--- src/rtl/rdbus_pkg.sv ---
package rdbus_pkg;
  typedef enum logic [1:0] {
    DRV_OFF  = 2'd0,
    DRV_WORD = 2'd1,
    DRV_HI   = 2'd2,
    DRV_LO   = 2'd3
  } drv_mode_e;
endpackage

--- src/rtl/rdbus_decode.sv ---
module rdbus_decode
  import rdbus_pkg::*;
(
  input  logic      ce_i,
  input  logic      cs_ni,
  input  logic      rd_i,
  input  logic      busy_i,
  input  logic      wide_i,
  input  logic      addr_i,
  output drv_mode_e mode_o
);
  logic read_hit;
  assign read_hit = ce_i && !cs_ni && rd_i && !busy_i;

  always_comb begin
    if (!read_hit)    mode_o = DRV_OFF;
    else if (wide_i)  mode_o = DRV_WORD;
    else if (!addr_i) mode_o = DRV_HI;
    else              mode_o = DRV_LO;
  end
endmodule

--- src/rtl/rdbus_steer.sv ---
module rdbus_steer
  import rdbus_pkg::*;
#(
  parameter int WIDTH  = 10,
  parameter int BYTE_W = 8
) (
  input  drv_mode_e        mode_i,
  input  logic [WIDTH-1:0] res_i,
  output logic [WIDTH-1:0] data_o,
  output logic [WIDTH-1:0] oe_o
);
  localparam int LOW_W = WIDTH - BYTE_W;  // bits left over for the second byte
  localparam int TOP_B = WIDTH - LOW_W;   // first line carrying them

  for (genvar i = 0; i < WIDTH; i++) begin : g_line
    if (i >= TOP_B) begin : g_top
      always_comb begin
        unique case (mode_i)
          DRV_WORD, DRV_HI: begin data_o[i] = res_i[i];         oe_o[i] = 1'b1; end
          DRV_LO:           begin data_o[i] = res_i[i - TOP_B]; oe_o[i] = 1'b1; end
          default:          begin data_o[i] = 1'b0;             oe_o[i] = 1'b0; end
        endcase
      end
    end else if (i >= LOW_W) begin : g_mid
      always_comb begin
        unique case (mode_i)
          DRV_WORD, DRV_HI: begin data_o[i] = res_i[i]; oe_o[i] = 1'b1; end
          DRV_LO:           begin data_o[i] = 1'b0;     oe_o[i] = 1'b1; end  // zero fill
          default:          begin data_o[i] = 1'b0;     oe_o[i] = 1'b0; end
        endcase
      end
    end else begin : g_bot
      always_comb begin
        if (mode_i == DRV_WORD) begin data_o[i] = res_i[i]; oe_o[i] = 1'b1; end
        else                    begin data_o[i] = 1'b0;     oe_o[i] = 1'b0; end
      end
    end
  end
endmodule

--- src/rtl/rdbus_fmt.sv ---
module rdbus_fmt
  import rdbus_pkg::*;
#(
  parameter int WIDTH  = 10,
  parameter int BYTE_W = 8
) (
  input  logic             clk_i,
  input  logic             rst_ni,
  input  logic             load_i,
  input  logic [WIDTH-1:0] result_i,
  input  logic             busy_i,
  input  logic             ce_i,
  input  logic             cs_ni,
  input  logic             rd_i,
  input  logic             wide_i,
  input  logic             addr_i,
  output logic [WIDTH-1:0] bus_data_o,
  output logic [WIDTH-1:0] bus_oe_o
);
  localparam int LOW_W = WIDTH - BYTE_W;
  localparam logic [WIDTH-1:0] ALL_ON  = {WIDTH{1'b1}};
  localparam logic [WIDTH-1:0] BYTE_ON = {{BYTE_W{1'b1}}, {LOW_W{1'b0}}};

  logic [WIDTH-1:0] res_q, data_d, oe_d;
  drv_mode_e        mode;

  always_ff @(posedge clk_i or negedge rst_ni) begin
    if (!rst_ni)     res_q <= '0;
    else if (load_i) res_q <= result_i;
  end

  rdbus_decode u_dec (
    .ce_i(ce_i), .cs_ni(cs_ni), .rd_i(rd_i), .busy_i(busy_i),
    .wide_i(wide_i), .addr_i(addr_i), .mode_o(mode)
  );

  rdbus_steer #(.WIDTH(WIDTH), .BYTE_W(BYTE_W)) u_steer (
    .mode_i(mode), .res_i(res_q), .data_o(data_d), .oe_o(oe_d)
  );

  always_ff @(posedge clk_i or negedge rst_ni) begin
    if (!rst_ni) begin
      bus_data_o <= '0;
      bus_oe_o   <= '0;
    end else begin
      bus_data_o <= data_d;
      bus_oe_o   <= oe_d;
    end
  end

  logic rd_hit;
  assign rd_hit = ce_i && !cs_ni && rd_i && !busy_i;

  a_r2_not_selected: assert property (@(posedge clk_i) disable iff (!rst_ni)
    (!ce_i || cs_ni) |=> bus_oe_o == '0);
  a_r3_convert_strobe: assert property (@(posedge clk_i) disable iff (!rst_ni)
    !rd_i |=> bus_oe_o == '0);
  a_r7_busy_release: assert property (@(posedge clk_i) disable iff (!rst_ni)
    busy_i |=> bus_oe_o == '0);
  a_r4_word: assert property (@(posedge clk_i) disable iff (!rst_ni)
    (rd_hit && wide_i) |=> (bus_oe_o == ALL_ON) && (bus_data_o == $past(res_q)));
  a_r5_high_byte: assert property (@(posedge clk_i) disable iff (!rst_ni)
    (rd_hit && !wide_i && !addr_i) |=>
      (bus_oe_o == BYTE_ON) && (bus_data_o[WIDTH-1:LOW_W] == $past(res_q[WIDTH-1:LOW_W])));
  a_r6_low_byte: assert property (@(posedge clk_i) disable iff (!rst_ni)
    (rd_hit && !wide_i && addr_i) |=>
      (bus_oe_o == BYTE_ON) && (bus_data_o[WIDTH-1 -: LOW_W] == $past(res_q[LOW_W-1:0]))
      && (bus_data_o[WIDTH-LOW_W-1:LOW_W] == '0));
  a_r8_bottom_released: assert property (@(posedge clk_i) disable iff (!rst_ni)
    !wide_i |=> bus_oe_o[LOW_W-1:0] == '0);
  a_r10_quiet_lines: assert property (@(posedge clk_i) disable iff (!rst_ni)
    (bus_data_o & ~bus_oe_o) == '0);
endmodule

--- config.mk ---
export PLATFORM = sky130hd
export DESIGN_NAME = rdbus_fmt
export DESIGN_NICKNAME = d
export VERILOG_FILES = /design/src/rtl/rdbus_pkg.sv /design/src/rtl/rdbus_decode.sv /design/src/rtl/rdbus_steer.sv /design/src/rtl/rdbus_fmt.sv
export SDC_FILE = /design/constraint.sdc
export NUM_CORES = 1
export LEC_CHECK = 0
export ABC_AREA = 0
export BUFFER_PORTS_ARGS = -buffer_cell sky130_fd_sc_hd__buf_2
export CAP_MARGIN = 20
export CORE_UTILIZATION = 49
export DETAILED_ROUTE_END_ITERATION = 12
export GPL_TIMING_DRIVEN = 0
export PLACE_DENSITY = 0.88
export RECOVER_POWER = 100
export SLEW_MARGIN = 0
export SYNTH_ARGS = -nofsm -noshare
export SYNTH_HDL_FRONTEND = slang
export SYNTH_SLANG_ARGS = --single-unit
--- constraint.sdc ---
create_clock -name clk_i -period 2.4 [get_ports clk_i]
set_clock_uncertainty 0.05 [all_clocks]
set_input_delay 0.12 -clock clk_i [delete_from_list [all_inputs] [get_ports clk_i]]
set_output_delay 0.12 -clock clk_i [all_outputs]
set_load 0.02 [all_outputs]
**Word level (Yosys, flattened, before mapping)**

Index checks and enable logic that the tools add are counted.

- Equal/unequal tests: 3
- Muxes and demuxes: 15
- Reduce and logical (&&, ||, !) cells: 7

Operators with widths:

| operator | count |
|---|---|
| 2-to-1 mux 1 bit | 11 |
| == test 2 bit, second input constant | 2 |
| 2-to-1 mux 2 bit | 2 |
| case mux 1 bit (2 select lines) | 2 |
| logical AND 1 bit | 3 |
| OR reduction 3 bit | 1 |
| == test 2 x 1 -> 1 bit, second input constant | 1 |
| zero test 1 bit | 2 |
| OR reduction 2 bit | 1 |

- Flip-flop bits (word level): 23
- Input bits: 19
- Output and inout port bits: 20
- Word-level logic and storage cells: 28

**Logic depth before layout (Yosys ltp)**

Gate-level depths: netlist of the first run.

- Depth after elaboration: 8
- Mapped depth: 5
- Depth with buffers taken out: 5

**Modules after synthesis**

A second synthesis of the first run with hierarchy kept.

- Cells, all modules: 70
- Area, all modules: 1,129.8 µm²

By module, submodules not included:

| module | instances | cells each | area each (µm²) | sequential area each (µm²) |
|---|---|---|---|---|
| rdbus_fmt | 1 | 41 | 912.1 | 750.7 |
| rdbus_steer | 1 | 26 | 188.9 | 0.0 |
| rdbus_decode | 1 | 3 | 28.8 | 0.0 |

**Least setup slack after synthesis of the first run**

Ideal clock, no wire load.

- Path kind: input -> register
- From: input port cs_ni
- To: register bus_data_o[8]
- Setup time: 0.077 ns
- Data arrival time: 1.104 ns
- Required time: 2.273 ns
- Path slack: 1.169 ns
- Cell stages on the path: 5
- Buffers on the path: 0
- Path through: and4bb_1 -> o21a_1 -> ha_1 -> nand2b_1 -> a21oi_1

- Cells in the longest elaborated chain, start to end: 8
- Elaborated cells on any way between the ends: 10
- Those cells by class: eq/ne (3); mux (2); reduce/logical (5)

RTL lines:

| item | line | text |
|---|---|---|
| from (decl) | rdbus_fmt.sv:13 | `input logic cs_ni,` |
| zero test 1 bit (*) | -- |  |
| logical AND 1 bit (*) (3 in series) | rdbus_decode.sv:13 | `assign read_hit = ce_i && !cs_ni && rd_i && !busy_i;` |
| 2-to-1 mux 2 bit (*) | rdbus_decode.sv:16 | `if (!read_hit) mode_o = DRV_OFF;` |
| == test 2 bit or == test 2 x 1 -> 1 bit (tied branches) | rdbus_steer.sv:18 | `unique case (mode_i)` |
| OR reduction 2 bit | -- |  |
| case mux 1 bit (2 select lines) (*) | rdbus_steer.sv:18 |  |
| via data_d[8] | rdbus_fmt.sv:24 | `logic [WIDTH-1:0] res_q, data_d, oe_d;` |
| to (signal assigned) | rdbus_fmt.sv:46 | `bus_data_o <= data_d;` |
| to (decl) | rdbus_fmt.sv:17 | `output logic [WIDTH-1:0] bus_data_o,` |

The timed path passes the listed nets; every way through them passes the cells marked *.
A chain may end at the register's enable or synchronous reset.

==> out/metrics.yaml, run 1 <==
power_and_ir_drop:
  p_clk_share_pct: 36.8
  p_int_uw: 609
  p_leak_uw: 0.000603
  ir_worst_vdd_mv: 0.435
  p_comb_share_pct: 11.5
  p_per_area_mw_per_mm2: 623
  finalPower_uw: 778
  p_switching_uw: 169
  seqPwrFrac_pct: 51.8
  swShare_pct: 21.7
cts:
  cts_tree: "built"
  cts-root-buf: "clkbuf_4"
  htree_levels: 1
  postCtsResizedCells: 0
  cts_sinks: 22
  cts_buffers: 3
  clock_latency_ns: 0.32
  clockBufferDepth: 2
  clkSlewWorstSetupHoldPaths_ns: 0.12
global_route:
  antenna_found_initial: 0
  grt_start_max_net_pins: 23
  grt_pass1_wl_mm: 2.53
  grt_pass1_vias: 572
  grt.total_usage_pct: 18.5
  grt_overflow_total: 0
finish:
  fillers: 141
  fin_nets: 139
  utilization_pct: 71.5
  drive_above_1_share_pct: 25.0
  diodes: 0
  final_cells: 141
  multi_input_area_sq_um: 269
  areaGrowthSynthToFinish_pct: 33.8
  seqCellArea_sq_um: 551
synthesis:
  netlist_top_cells_count: "dfrtp_1, mux2_4, buf_4, nor2b_1"
  synth_top_area_cell: "dfrtp_1"
  syn_nets: 86
  ys_async_sr_fraction_pct: 100
  synth_cell_type_count: 15
  yosysWarnings: 0
  synth_edf_count: 0
  syn_inst: 64
  ys_top_cells_by_area: "dfrtp_1, mux2_4, buf_4, ha_1, nor2b_1"
  syn_area_per_cell_sq_um: 14.6
  yosysMostFrequentCell: "dfrtp_1"
  synthesis.area_sq_um: 932
  ys_ff_latch: 22
  seq_area_frac_synth_pct: 59.1
  synthFlopType: "dfrtp_1"
  netlist.area_leader.share_pct: 59.1
critical_path:
  path_max_fanout: 8
  worstSetupEndpoint: "bus_oe_o[8]"
  r2r-end: "res_q[0]"
  crit_path_end_kind: "primary output"
  slowest_stage: "dfrtp_1"
  path_class: "flip-flop to primary output"
  rr_worst_depth: 1
  start_kind: "flip-flop"
  slowest_delay_ns: 0.47
  r2r_slack_ns: 1.53
  cp_cell_sequence: "buf_4, clkbuf_1"
  required_ns: 2.23
  startpoint: "bus_oe_o[2]"
  worstPathArrival_ns: 1.15
  r2r-start: "res_q[0]"
timing:
  finalCriticalPeriod_ns: 1.32
  rsz0062_at_grt: "no"
  setup_viol: 0
  fin_tns_setup_ns: 0
  drv_slew: 0
  slew_headroom_pct: 26.3
  worst_pin_slew_ns: 1.10
  fin_crit_sh_pct: 54.9
  fmax_mhz: 759
  final_hold_viol_count: 0
  hold-worst-slack_ns: 0.0411
placement:
  dp_hpwl_mm: 1.11
  dp_cells: 126
  io_buffers: 37
  place.gp.congestion: 0.694
floorplan:
  rows: 15
  initial_core_util_pct: 53.4
  die_h_um: 45.6
  die_w_um: 45.6
  ioPinCount: 39
  die_area_sq_mm: 0.00208
  core_sq_mm: 0.00175
route:
  vias: 628
  avgViaCountPerCell: 4.45
  wl_per_cell_um: 11.8
  first_pass_iters: 4
  ant_nets: 0
  drc_errors: 0
  wirelength_mm: 1.66
  drt-initial-drc-count: 2
worst_hold_path:
  min_path_type: "primary input to flip-flop"
  hold_start: "load_i"
outcome:
  status: "complete, no violations"
flow_run:
  drv_cap: 0
area by class of cell:
type	instances	share of cell area, %
clock inverter	1	2.41
sequential	22	44.1
inverter	1	0.301
buffer	9	5.72
tap	25	2.51
clock buffer	3	1.81
timing repair buffer	48	21.6
multi-input combinational	32	21.6
power groups by stage:
stage	clock network [uW]	logic, uW	registers [uW]
6_report	286	89.1	403
5_1_grt	305	97.4	405
4_1_cts	291	108	404
3_5_place_dp	0	94.3	411
3_3_place_gp	0	90.9	410
2_1_floorplan	0	55.4	413
worst max-delay path, delay by kind of cell (launching register included):
family,cells,cell delay [ns]
flops,1,0.47
buf+inv,2,0.36
kinds of logic (layout without fill, tap and decap cells):
logic type / count (synthesis) / after routing / share of synthesized area (%)
AOI/OAI and AO/OA: 4 / 4 / 2.42
and+or+nand+nor: 15 / 15 / 10.3
buffers and inverters: 10 / 62 / 8.05
adders and majority gates: 3 / 3 / 4.03
muxes: 10 / 10 / 16.1
DFF: 22 / 22 / 59.1
cells in the final DEF, fill, tap and decap left out:
| cell type | instances |
|---|---|
| dfrtp_1 | 22 |
| clkbuf_1 | 21 |
| buf_2 | 16 |
| dlygate4sd3_1 | 11 |
| mux2_1 | 10 |
| buf_4 | 8 |
| nor2b_1 | 6 |
| nand2b_1 | 3 |
| ha_1 | 3 |
| clkbuf_4 | 3 |
| nand2_1 | 2 |
| a21oi_1 | 2 |
| and2_0 | 2 |
| and4bb_1 | 1 |
| and2b_1 | 1 |
| o21ai_0 | 1 |
| inv_1 | 1 |
| o21a_1 | 1 |
| buf_6 | 1 |
| bufinv_16 | 1 |
metrics by stage:
step | area, sq um | setup WS [ns]
floorplan | 932 | 1.17
global placement | 1150 | 0.970
detailed placement | 1150 | 0.898
CTS | 1310 | 1.13
global route | 1250 | 0.933
finish | 1250 | 1.08
state kept, by name, indices dropped and copies added, names as in the netlist:
| register | flops |
|---|---|
| res_q | 10 |
| bus_oe_o | 2 |
| bus_data_o | 10 |
what timing repair did:
action / in CTS / in global routing
hold endpoints to repair: 32 / 0
buffers inserted: 0 / 0
hold buffers: 11 / 0
layer usage:
metal,vias to the layer above,share of wire (%),GRT usage [%]
met3,7,6.4,3.57
li1,306,-,-
met4,0,3.7,15.2
met5,-,0,0
met1,287,40,20.3
met2,28,49,30.9
worst min-delay path by stage:
stage          slack [ns]  depth (start not counted)            end
3_5_place_dp         0.04                          1       res_q[4]
2_1_floorplan       -0.23                          0  bus_data_o[0]
4_1_cts              0.09                          2       res_q[4]
6_report             0.04                          2       res_q[7]
3_3_place_gp         0.03                          1       res_q[4]
5_1_grt              0.04                          2       res_q[6]
Power figures use the tool's default switching activity.
==> run 2: changes to the inputs <==
Settings changed: ABC_AREA 0 to 1, CORE_UTILIZATION 49 to 41, PLACE_DENSITY 0.88 to 0.79.
Clock period 2.4 ns to 1.13 ns, I/O delays scaled along.
==> run 2 against run 1 <==
Effect of this change: the flow now finishes with violations (setup timing); sequential cell count did not move; highest routed layer unchanged; die area rose by 21%; global-route usage is 2.7 points lower; combinational power grew to 2.6 times the previous value; sequential share of layout area shrank 3.3 points.
==> out/metrics.yaml, run 2 <==
critical_path:
  rr_worst_depth: 2
  cp_cell_sequence: "buf_4, buf_6"
  crit_family: "flip-flops"
  slowest_delay_ns: 0.48
  r2r-end: "res_q[0]"
  slowest_stage: "dfrtp_2"
  path_class: "flip-flop to primary output"
  r2r-start: "res_q[0]"
  cp_num_buf_inv: 2
  start_kind: "flip-flop"
  crit_path_end_kind: "primary output"
  worstPathArrival_ns: 1.05
  required_ns: 1.02
  r2r_slack_ns: 0.42
  path_max_fanout: 8
  startpoint: "bus_oe_o[2]"
cts:
  cts_buffers: 3
  htree_levels: 1
  cts_setup_buffers: 0
  cts_tree: "built"
  clkSlewWorstSetupHoldPaths_ns: 0.11
  cts-root-buf: "clkbuf_4"
  clockBufferDepth: 2
  clock_latency_ns: 0.30
  cts_sinks: 22
finish:
  drive_above_1_share_pct: 30.6
  diodes: 0
  layout_common_cells: "dfrtp_1, nand2_1, buf_2"
  final_common_cell: "dfrtp_1"
  fin_nets: 170
  areaGrowthSynthToFinish_pct: 41.4
  reg_top3: "bus_data_o: 10 flops, res_q: 10 flops, bus_oe_o: 2 flops"
timing:
  fin_crit_sh_pct: 102
  fin_tns_setup_ns: -0.123
  fmax_mhz: 867
  setup_viol: 7
  worst_pin_slew_ns: 0.500
  rsz0062_at_grt: "yes"
  slew_headroom_pct: 66.7
  drv_slew: 0
  finalWorstSetupSlack_ns: -0.0233
  finalCriticalPeriod_ns: 1.15
  final_hold_viol_count: 0
synthesis:
  syn_area_per_cell_sq_um: 10.2
  syn_inst: 94
  ys_top_cells_by_area: "dfrtp_1, o21ai_2, nand2_1, inv_1, buf_4"
  synthesis.area_sq_um: 955
  ys_ff_latch: 22
  syn_nets: 116
  synth_cell_type_count: 13
  netlist.area_leader.share_pct: 57.7
  synth_edf_count: 0
  synthFlopType: "dfrtp_1"
  seq_area_frac_synth_pct: 57.7
  netlist_top_cells_count: "dfrtp_1, nand2_1, inv_1, o21ai_2"
  yosysWarnings: 0
  yosysMostFrequentCell: "dfrtp_1"
  synth_top_area_cell: "dfrtp_1"
  ys_async_sr_fraction_pct: 100
route:
  first_pass_iters: 4
  vias: 758
  wl_per_cell_um: 9.95
  drc_errors: 0
  avgViaCountPerCell: 4.33
  wirelength_mm: 1.74
  route.met3.wl_um: 120
  routed-wl-met2_um: 939
  highest_layer: "met4"
  ant_nets: 0
  drt-initial-drc-count: 13
  wl_met1_um: 665
worst_hold_path:
  hold_start: "wide_i"
  holdPathStages: 4
  min_path_type: "primary input to flip-flop"
  hold-path-endpoint: "bus_oe_o[1]"
placement:
  dp_hpwl_mm: 1.16
  place.gp.congestion: 0.704
  dp_worst_setup_slack_ns: -0.164
  io_buffers: 37
global_route:
  grt_overflow_total: 0
  grt.total_usage_pct: 15.8
  antenna_found_initial: 0
  grt_start_max_net_pins: 23
  grt_pass1_vias: 702
  grt_pass1_wl_mm: 2.88
outcome:
  violations: "setup timing"
  status: "complete, but fails checks"
floorplan:
  initial_core_util_pct: 43.2
  rows: 17
  die_w_um: 50.3
  core_sq_mm: 0.00221
  die_area_sq_mm: 0.00253
  ioPinCount: 39
  die_h_um: 50.3
power_and_ir_drop:
  finalPower_uw: 1650
  p_per_area_mw_per_mm2: 1220
  p_leak_uw: 0.000743
  ir_worst_vdd_mv: 1.33
flow_run:
  drv_cap: 0
-- run 2: tightest hold or removal path, cell delays in order --
cell     delay (ns)
buf_2          0.09
inv_1          0.04
nand3_2        0.08
ha_1           0.19
-- run 2: report_power, final --
group          internal [uW]  switching, uW  total (uW)
registers                827           18.9         846
clock network            359            219         577
logic                    111            117         228
total                   1300            354        1650
-- run 2: logic make-up (layout without fill, tap and decap cells) --
logic type / after synthesis / in the layout / share of synthesized area, %
and+or+nand+nor: 29 / 29 / 12.5
DFF: 22 / 22 / 57.7
buffers and inverters: 28 / 81 / 15.7
adders and majority gates: 3 / 3 / 3.93
AOI/OAI and AO/OA: 12 / 12 / 10.2
-- run 2: worst max-delay path by stage --
stage	end	slack, ns	cells after the start
floorplan	bus_data_o[8]	0.11	7
global placement	bus_data_o[8]	-0.11	8
detailed placement	bus_data_o[9]	-0.16	8
CTS	bus_oe_o[7]	-0.04	2
global route	bus_oe_o[6]	-0.08	2
finish	bus_oe_o[8]	-0.02	2
-- run 2: what timing repair did --
action	CTS	global route
endpoints found under the setup margin	7	7
hold buffers	12	0
endpoints found under the hold margin	32	0
gates cloned	0	0
gates resized for setup	11	6
-- run 2: area by class of cell --
type                            instances  area, sq um
Clock buffer                            3         22.5
Clock inverter                          1         30.0
Tap cell                               28         35.0
Multi-Input combinational cell         44          225
Fill cell                             196          862
Inverter                               18         67.6
Timing Repair Buffer                   49          335
Sequential cell                        22          552
Buffer                                 10         82.6
-- run 2: metrics by stage --
| step | std cells | instance area [sq um] | hold slack (ns) | utilization (%) |
|---|---|---|---|---|
| global placement | 159 | 1170 | -0.0253 | 53.1 |
| finish | 175 | 1350 | 0.141 | 61.0 |
| detailed placement | 159 | 1170 | -0.0165 | 53.1 |
| floorplan | 94 | 955 | -0.289 | - |
| CTS | 175 | 1380 | 0.132 | 62.4 |
| global route | 175 | 1350 | 0.167 | 61.0 |
-- run 2: routing by layer --
| layer | GRT usage [%] | up-vias |
|---|---|---|
| met5 | 0 | - |
| li1 | - | 378 |
| met1 | 17.2 | 342 |
| met2 | 28.7 | 34 |
| met4 | 4.29 | 0 |
| met3 | 5.45 | 4 |
==> run 3: changes to the inputs <==
Settings changed: BUFFER_PORTS_ARGS -buffer_cell sky130_fd_sc_hd__buf_2 to -buffer_cell sky130_fd_sc_hd__buf_4.
==> run 3 against run 2 <==
Effect of this change: the run still ends with setup timing left; power up 1.7%; register-to-register slack worse by 0.02 ns; global-route usage up 1.9 points; setup slack worse by 0.016 ns; fmax down 1.4%; sequential power about the same; sequential share of layout area down 1.8 points; first-iteration DRC count down 62%; combinational power up 9.2%; via count up 1.1%; critical path type unchanged; largest cell class unchanged; largest power group unchanged; highest routed layer unchanged.
==> out/metrics.yaml, run 3 (synthesis results as in run 2) <==
global_route:
  grt_overflow_total: 0
  grt_pass1_vias: 793
  grt_pass1_wl_mm: 3.23
  antenna_found_initial: 0
  grt.total_usage_pct: 17.7
  grt_start_max_net_pins: 23
timing:
  rsz0062_at_grt: "yes"
  worst_pin_slew_ns: 0.502
  setup_viol: 7
  fmax_mhz: 855
  slew_headroom_pct: 66.5
  hold-worst-slack_ns: 0.139
  fin_crit_sh_pct: 104
  fin_tns_setup_ns: -0.266
  final_hold_viol_count: 0
  drv_slew: 0
  finalCriticalPeriod_ns: 1.17
  finalWorstSetupSlack_ns: -0.0396
power_and_ir_drop:
  ir_worst_vdd_mv: 0.887
  p_per_area_mw_per_mm2: 1190
  finalPower_uw: 1680
  p_leak_uw: 0.000769
finish:
  reg_top3: "bus_data_o: 10 flops, res_q: 10 flops, bus_oe_o: 2 flops"
  final_common_cell: "dfrtp_1"
  layout_common_cells: "dfrtp_1, nand2_1, inv_1, buf_4, buf_6"
  areaGrowthSynthToFinish_pct: 48.1
  drive_above_1_share_pct: 32.0
  final_cells: 175
  fin_nets: 170
  diodes: 0
floorplan:
  die_w_um: 50.3
  ioPinCount: 39
  die_h_um: 50.3
  rows: 17
  die_area_sq_mm: 0.00253
  core_sq_mm: 0.00221
  initial_core_util_pct: 43.2
critical_path:
  start_kind: "flip-flop"
  path_max_fanout: 8
  worstPathArrival_ns: 1.06
  path_class: "flip-flop to primary output"
  crit_path_end_kind: "primary output"
  required_ns: 1.02
cts:
  cts_tree: "built"
  cts-root-buf: "clkbuf_4"
  htree_levels: 1
  clkSlewWorstSetupHoldPaths_ns: 0.11
  clockBufferDepth: 2
  cts_buffers: 3
  clock_latency_ns: 0.30
  cts_sinks: 22
  cts_setup_buffers: 0
route:
  wirelength_mm: 1.89
  drc_errors: 0
  avgViaCountPerCell: 4.38
  routed-wl-met2_mm: 1.08
  route.met3.wl_um: 84
  wl_met1_um: 717
  vias: 766
  first_pass_iters: 4
  highest_layer: "met4"
  wl_per_cell_um: 10.8
  drt-initial-drc-count: 5
  ant_nets: 0
worst_hold_path:
  min_path_type: "primary input to flip-flop"
placement:
  dp_hpwl_mm: 1.27
  dp_cells: 159
  place.gp.congestion: 0.672
  io_buffers: 37
flow_run:
  drv_cap: 0
outcome:
  status: "complete, but fails checks"
  violations: "setup timing"
## run 3: cell count changes in the layout (fill, tap and decap cells not counted)
| cell | delta |
|---|---|
| clkbuf_1 | -3 |
| buf_4 | +12 |
| buf_6 | +5 |
| clkbuf_4 | +1 |
| clkbuf_2 | +3 |
| o21ai_2 | -1 |
| o21ai_0 | +1 |
| buf_2 | -18 |
## run 3: worst max-delay path, stage by stage, from the launching register on
cell,delay (ns)
dfrtp_2,0.51
buf_6,0.14
buf_6,0.12
## run 3: repair_timing
item / in CTS / in global routing
hold buffers: 12 / 0
pin swaps: 0 / 0
endpoints found under the setup margin: 7 / 7
endpoints found under the hold margin: 32 / 0
gates resized for setup: 4 / 11
## run 3: area by class of cell
class,count,area [sq um]
clock buffers,3,22.5
well taps,28,35.0
repair buffers,49,383
flip-flops and latches,22,552
multi-input cells,44,221
plain buffers,10,103
inverters,18,67.6
fillers,195,798
clock inverters,1,30.0
## run 3: metrics by stage
step,instance area (sq um),setup slack [ns],utilization [%]
2_1_floorplan,955,0.111,-
3_3_place_gp,1270,-0.119,57.3
3_5_place_dp,1270,-0.177,57.3
4_1_cts,1450,-0.0408,65.7
5_1_grt,1410,-0.0895,63.9
6_report,1410,-0.0396,63.9
## run 3: worst paths after layout
kind                        startpoint       endpoint  slack [ns]  depth (start not counted)
max                        bus_oe_o[2]    bus_oe_o[4]       -0.04                          2
min                             wide_i    bus_oe_o[1]        0.14                          4
max reg2reg                   res_q[1]       res_q[1]        0.40                          2
min reg2reg                   res_q[7]  bus_data_o[7]        0.45                          2
max in group asynchronous       rst_ni    bus_oe_o[2]        0.47                          2
min in group asynchronous       rst_ni  bus_data_o[0]        0.20                          2
## run 3: report_power, final
group,total [uW],internal (uW),switching (uW)
Clock,583,358,225
Combinational,249,131,118
Sequential,847,827,20.3
Total,1680,1320,363
## run 3: routing by layer
layer / vias up / GRT usage, %
met5: - / 0
met4: 0 / 7.14
met3: 2 / 3.64
met2: 27 / 32.4
met1: 362 / 19.5
li1: 375 / -
